File: src/rtl/trace_wr_ctrl.sv
module trace_wr_ctrl #(
  parameter int ADDR_W = 6,
  parameter int DATA_W = 32
) (
  input  logic              clk,
  input  logic              rst_n,
  input  logic              trc_valid,
  input  logic [DATA_W-1:0] trc_data,
  output logic              ram_we,
  output logic [ADDR_W-1:0] ram_addr,
  output logic [DATA_W-1:0] ram_wdata,
  input  logic              reg_sel,
  input  logic              reg_we,
  input  logic [31:0]       reg_wdata,
  output logic [31:0]       reg_rdata,
  input  logic              glob_wp_en,
  output logic              wp_req,
  output logic [3:0]        filt_cfg
);

  localparam logic [ADDR_W-1:0] LAST = {ADDR_W{1'b1}};

  logic [ADDR_W-1:0] ptr_q;
  logic [3:0]        filt_q;
  logic [2:0]        lim_q;
  logic              wo_q, ovf_q, wp_q;

  logic       wr0, wr1, ovf_d;
  logic [2:0] top;

  assign wr0 = reg_we & ~reg_sel;
  assign wr1 = reg_we & reg_sel;
  assign top = ptr_q[ADDR_W-1 -: 3];

  assign ovf_d = wr1 ? (reg_wdata[26:24] == top) : (ovf_q | (lim_q == top));

  always_ff @(posedge clk or negedge rst_n) begin
    if (!rst_n) begin
      ptr_q  <= '0;
      filt_q <= '0;
    end else if (wr0) begin
      ptr_q  <= reg_wdata[ADDR_W-1:0];
      filt_q <= reg_wdata[31:28];
    end else if (trc_valid) begin
      ptr_q  <= (ptr_q == LAST) ? '0 : ptr_q + 1'b1;
    end
  end

  always_ff @(posedge clk or negedge rst_n) begin
    if (!rst_n) begin
      lim_q <= '0;
      wo_q  <= 1'b0;
      ovf_q <= 1'b0;
      wp_q  <= 1'b0;
    end else begin
      if (wr1) begin
        lim_q <= reg_wdata[26:24];
        wo_q  <= reg_wdata[27];
      end
      ovf_q <= ovf_d;
      wp_q  <= ovf_d & ~ovf_q & wo_q & glob_wp_en;
    end
  end

  assign ram_we    = trc_valid;
  assign ram_addr  = ptr_q;
  assign ram_wdata = trc_data;
  assign wp_req    = wp_q;
  assign filt_cfg  = filt_q;

  assign reg_rdata = reg_sel ? {4'b0, wo_q, lim_q, ovf_q, 23'b0}
                             : {filt_q, 12'b0, 16'(ptr_q)};

endmodule


File: config.mk
export PLATFORM = sky130hd
export DESIGN_NAME = trace_wr_ctrl
export DESIGN_NICKNAME = d
export VERILOG_FILES = /design/src/rtl/trace_wr_ctrl.sv
export SDC_FILE = /design/constraint.sdc
export NUM_CORES = 1
export LEC_CHECK = 0
export BUFFER_PORTS_ARGS = -buffer_cell sky130_fd_sc_hd__clkbuf_2
export CAP_MARGIN = 20
export CORE_MARGIN = 2
export CORE_UTILIZATION = 37
export DETAILED_ROUTE_END_ITERATION = 16
export PLACE_DENSITY = 0.9
export SKIP_CTS_REPAIR_TIMING = 1
export SLEW_MARGIN = 5
export SYNTH_ARGS = -nofsm -noshare
export SYNTH_HDL_FRONTEND = slang
export SYNTH_SLANG_ARGS = --single-unit
File: constraint.sdc
create_clock -name clk -period 3.4 [get_ports clk]
set_input_delay 0.51 -clock clk [delete_from_list [all_inputs] [get_ports clk]]
set_output_delay 0.51 -clock clk [all_outputs]
set_load 0.005 [all_outputs]
==> key figures <==
Worst setup path
  • CP Class: in2out
  • CP delay by family, top: buffers and inverters
  • Type of origin of the critical path: primary input
  • Worst r2r path cells: 3
  • CP Capture Type: primary output
  • Crit path DAT: ~1.1 ns
  • Largest stage delay on the critical path: between 0.2 and 0.3 ns
  • CP most frequent cell: clkbuf_2
  • Crit Path Max Fanout: 19
  • Buf/Inv on CP: 2
  • Crit path required time: 2.89 ns
  • Critical-path cell list: clkbuf_2 -> and2b_1 -> clkbuf_2
  • CP max-delay cell: clkbuf_2
  • Critical path depth: 3

Finish
  • Fill cells: 367
  • Reg area: approximately 400 um^2
  • Diode count: 0
  • Commonest non-fill, non-tap cell in the layout: clkbuf_2
  • Layout cells sized above 1: a little over a third
  • Area Growth Syn to Fin: -2.77%
  • Most frequent cells in the layout: 46 x clkbuf_2, 20 x nand2_1, 17 x conb_1
  • Final nets: between 200 and 250
  • Post-Layout Cell Count: slightly above 200
  • Multi-input gate area: around 560 um^2

Clocking
  • Root Driver: clkbuf_4
  • Clock-pin slew on the worst setup and hold paths: approximately 0.090 ns
  • Clock sinks: 16
  • CTS tree: built
  • Worst skew pair latency: ~0.28 ns
  • Clock tree buffer depth: 2
  • # H-tree levels: 1
  • CTS Buf Count: 3

Synth
  • Synth Register Bits: 16
  • Cells after Synth: 152
  • Mean post-synth cell area: between 8 and 9 um^2
  • Mapped Area: around 0.0013 mm^2
  • Yosys cell types: 31
  • YS warnings: 0
  • Largest cells by area after synthesis: dfrtp_1 31%, buf_4 29%, nand2_1 5.7%, nor2b_1 3.8%, mux2_2 3.4%
  • Dominant cell type by area after synthesis: dfrtp_1
  • Share of the synthesized area in the top cell type: between 30% and 40%
  • Sequential area share after synthesis: 30.6%

STA
  • Count of final hold-check violations: 0
  • Clock skew: 0.00173 ns
  • Period utilization: about half
  • Hold Worst Slack: 0.142 ns
  • RSZ-0062 raised after global routing: no
  • Worst-margin pin slew: ~0.74 ns
  • TNS Setup: 0 ns
  • Final setup violation count: 0
  • Max_slew headroom: roughly 51%
  • Post-layout min period: ~1.6 ns
  • Highest clock rate: ~0.61 GHz
  • Max Slew Vio Count: 0
  • Final WS setup: 1.76 ns

Power and ir drop
  • Leak: roughly 0.66 nW
  • Switching Fraction: 35.6%
  • Pint: between 300 and 400 uW
  • Gate power share: around 33%
  • Sw Pwr: 204 uW
  • Sequential power share: ~50%
  • Max VDD drop: around 0.15 mV
  • Pwr Density: approximately 450 mW/mm^2
  • Clock share of power: between 15 and 20%
  • Total power: between 500 and 600 uW

Hold path
  • HP Class: in2async

Placed design
  • Placement-stage worst setup slack: roughly 1.5 ns
  • # port buffers: between 40 and 50
  • Cells after DPL: 204
  • HPWL after detailed placement: around 1.9 mm
  • Placer congestion estimate: between 0.8 and 0.9

Die
  • Ports: around 150
  • Row count: 21
  • Core area: approximately 0.0034 mm^2
  • Die outline height: between 60 and 70 um
  • Initial Util: between 30 and 40%
  • Full die area: about 0.0040 mm^2
  • Die extent in x: approximately 64 um

Routing
  • Via density: around 4.5
  • Total number of vias: just over 900
  • WL per Instance: 12.0 um
  • Final ANT Viol Nets: 0
  • Total Routed Length: around 2.5 mm
  • Drt drc: 0
  • TritonRoute pass-1 iters: 4
  • Initial DRC Count: 37

Job
  • Total of max-cap violations: 0

GRT
  • Vias in the first global route: ~900
  • GR Overflow Total: 0
  • Largest net degree at the start of global routing: 20
  • Initial antenna violation count: 0
  • Global-route wire length before repair: 4.01 mm
  • GRT Total Usage: 12.7%

Outcome
  • Status: finished clean
==> routing by layer <==
| layer | vias up | GRT usage, % | wire length (um) | part of all wire [%] |
|---|---|---|---|---|
| met4 | 0 | 8.42 | 79 | 3.2 |
| met5 | - | 0 | 0 | 0 |
| met2 | 49 | 20.5 | 1140 | 46 |
| li1 | 443 | - | - | - |
| met3 | 16 | 4.46 | 242 | 9.8 |
| met1 | 420 | 13.8 | 1020 | 41 |
==> flip-flops by register name, summed over array words and instances, names as in the netlist <==
register / cells
ovf_q: 1
wp_req: 1
filt_cfg: 4
lim_q: 3
wo_q: 1
ram_addr: 6
==> metrics by stage <==
stage,utilization [%],cell area (um^2)
2_1_floorplan,-,1370
3_3_place_gp,37.2,1250
3_5_place_dp,37.2,1250
4_1_cts,37.9,1270
5_1_grt,37.9,1270
6_report,37.9,1270
==> worst paths after layout <==
path	from	end	slack, ns
setup / recovery	reg_sel	reg_rdata[29]	1.76
hold / removal	rst_n	filt_cfg[2]$_DFFE_PN0P_	0.14
setup reg to reg	ram_addr[4]$_DFFE_PN0P_	wp_req$_DFF_PN0_	1.90
hold reg to reg	ovf_q$_DFF_PN0_	wp_req$_DFF_PN0_	0.48
max in group asynchronous	rst_n	ovf_q$_DFF_PN0_	2.97
min in group clk	reg_wdata[31]	filt_cfg[3]$_DFFE_PN0P_	0.41
==> cell usage after synthesis (all sizes together) <==
cell,n
and2b,4
inv,1
xor2,5
mux2,4
a41oi,1
nand3,2
or4,1
buf,52
a21oi,1
nand2,20
conb,1
a31oi,3
nand4,3
and2,5
a211oi,1
clkbuf,4
mux2i,1
ha,1
or3,1
and4,1
o31ai,1
xnor2,3
o21ai,7
nor2b,8
dfrtp,16
nand2b,2
or3b,1
nor2,2
==> cells by family after synthesis <==
group	count (synthesis)	share of synthesized area (%)
simple gates	50	20.6
xor+xnor	8	5.35
buf+inv	57	31.3
other cells	1	0.286
mux	5	4.20
fa+ha+maj	1	0.955
flops	16	30.6
compound gates	14	6.69
==> power groups by stage <==
stage	Sequential, mW	Combinational [mW]	Clock [mW]
3_5_place_dp	0.290	0.191	0
4_1_cts	0.286	0.192	0.101
6_report	0.285	0.189	0.0992
5_1_grt	0.293	0.213	0.111
3_3_place_gp	0.289	0.185	0
2_1_floorplan	0.268	0.175	0
==> area by class of cell <==
class	count	area share, %
flip-flops and latches	16	31.4
inverters	1	0.295
repair buffers	46	18.1
multi-input cells	95	43.9
clock buffers	3	1.77
well taps	46	4.52
Note: power is estimated with default switching activity, not from simulation.
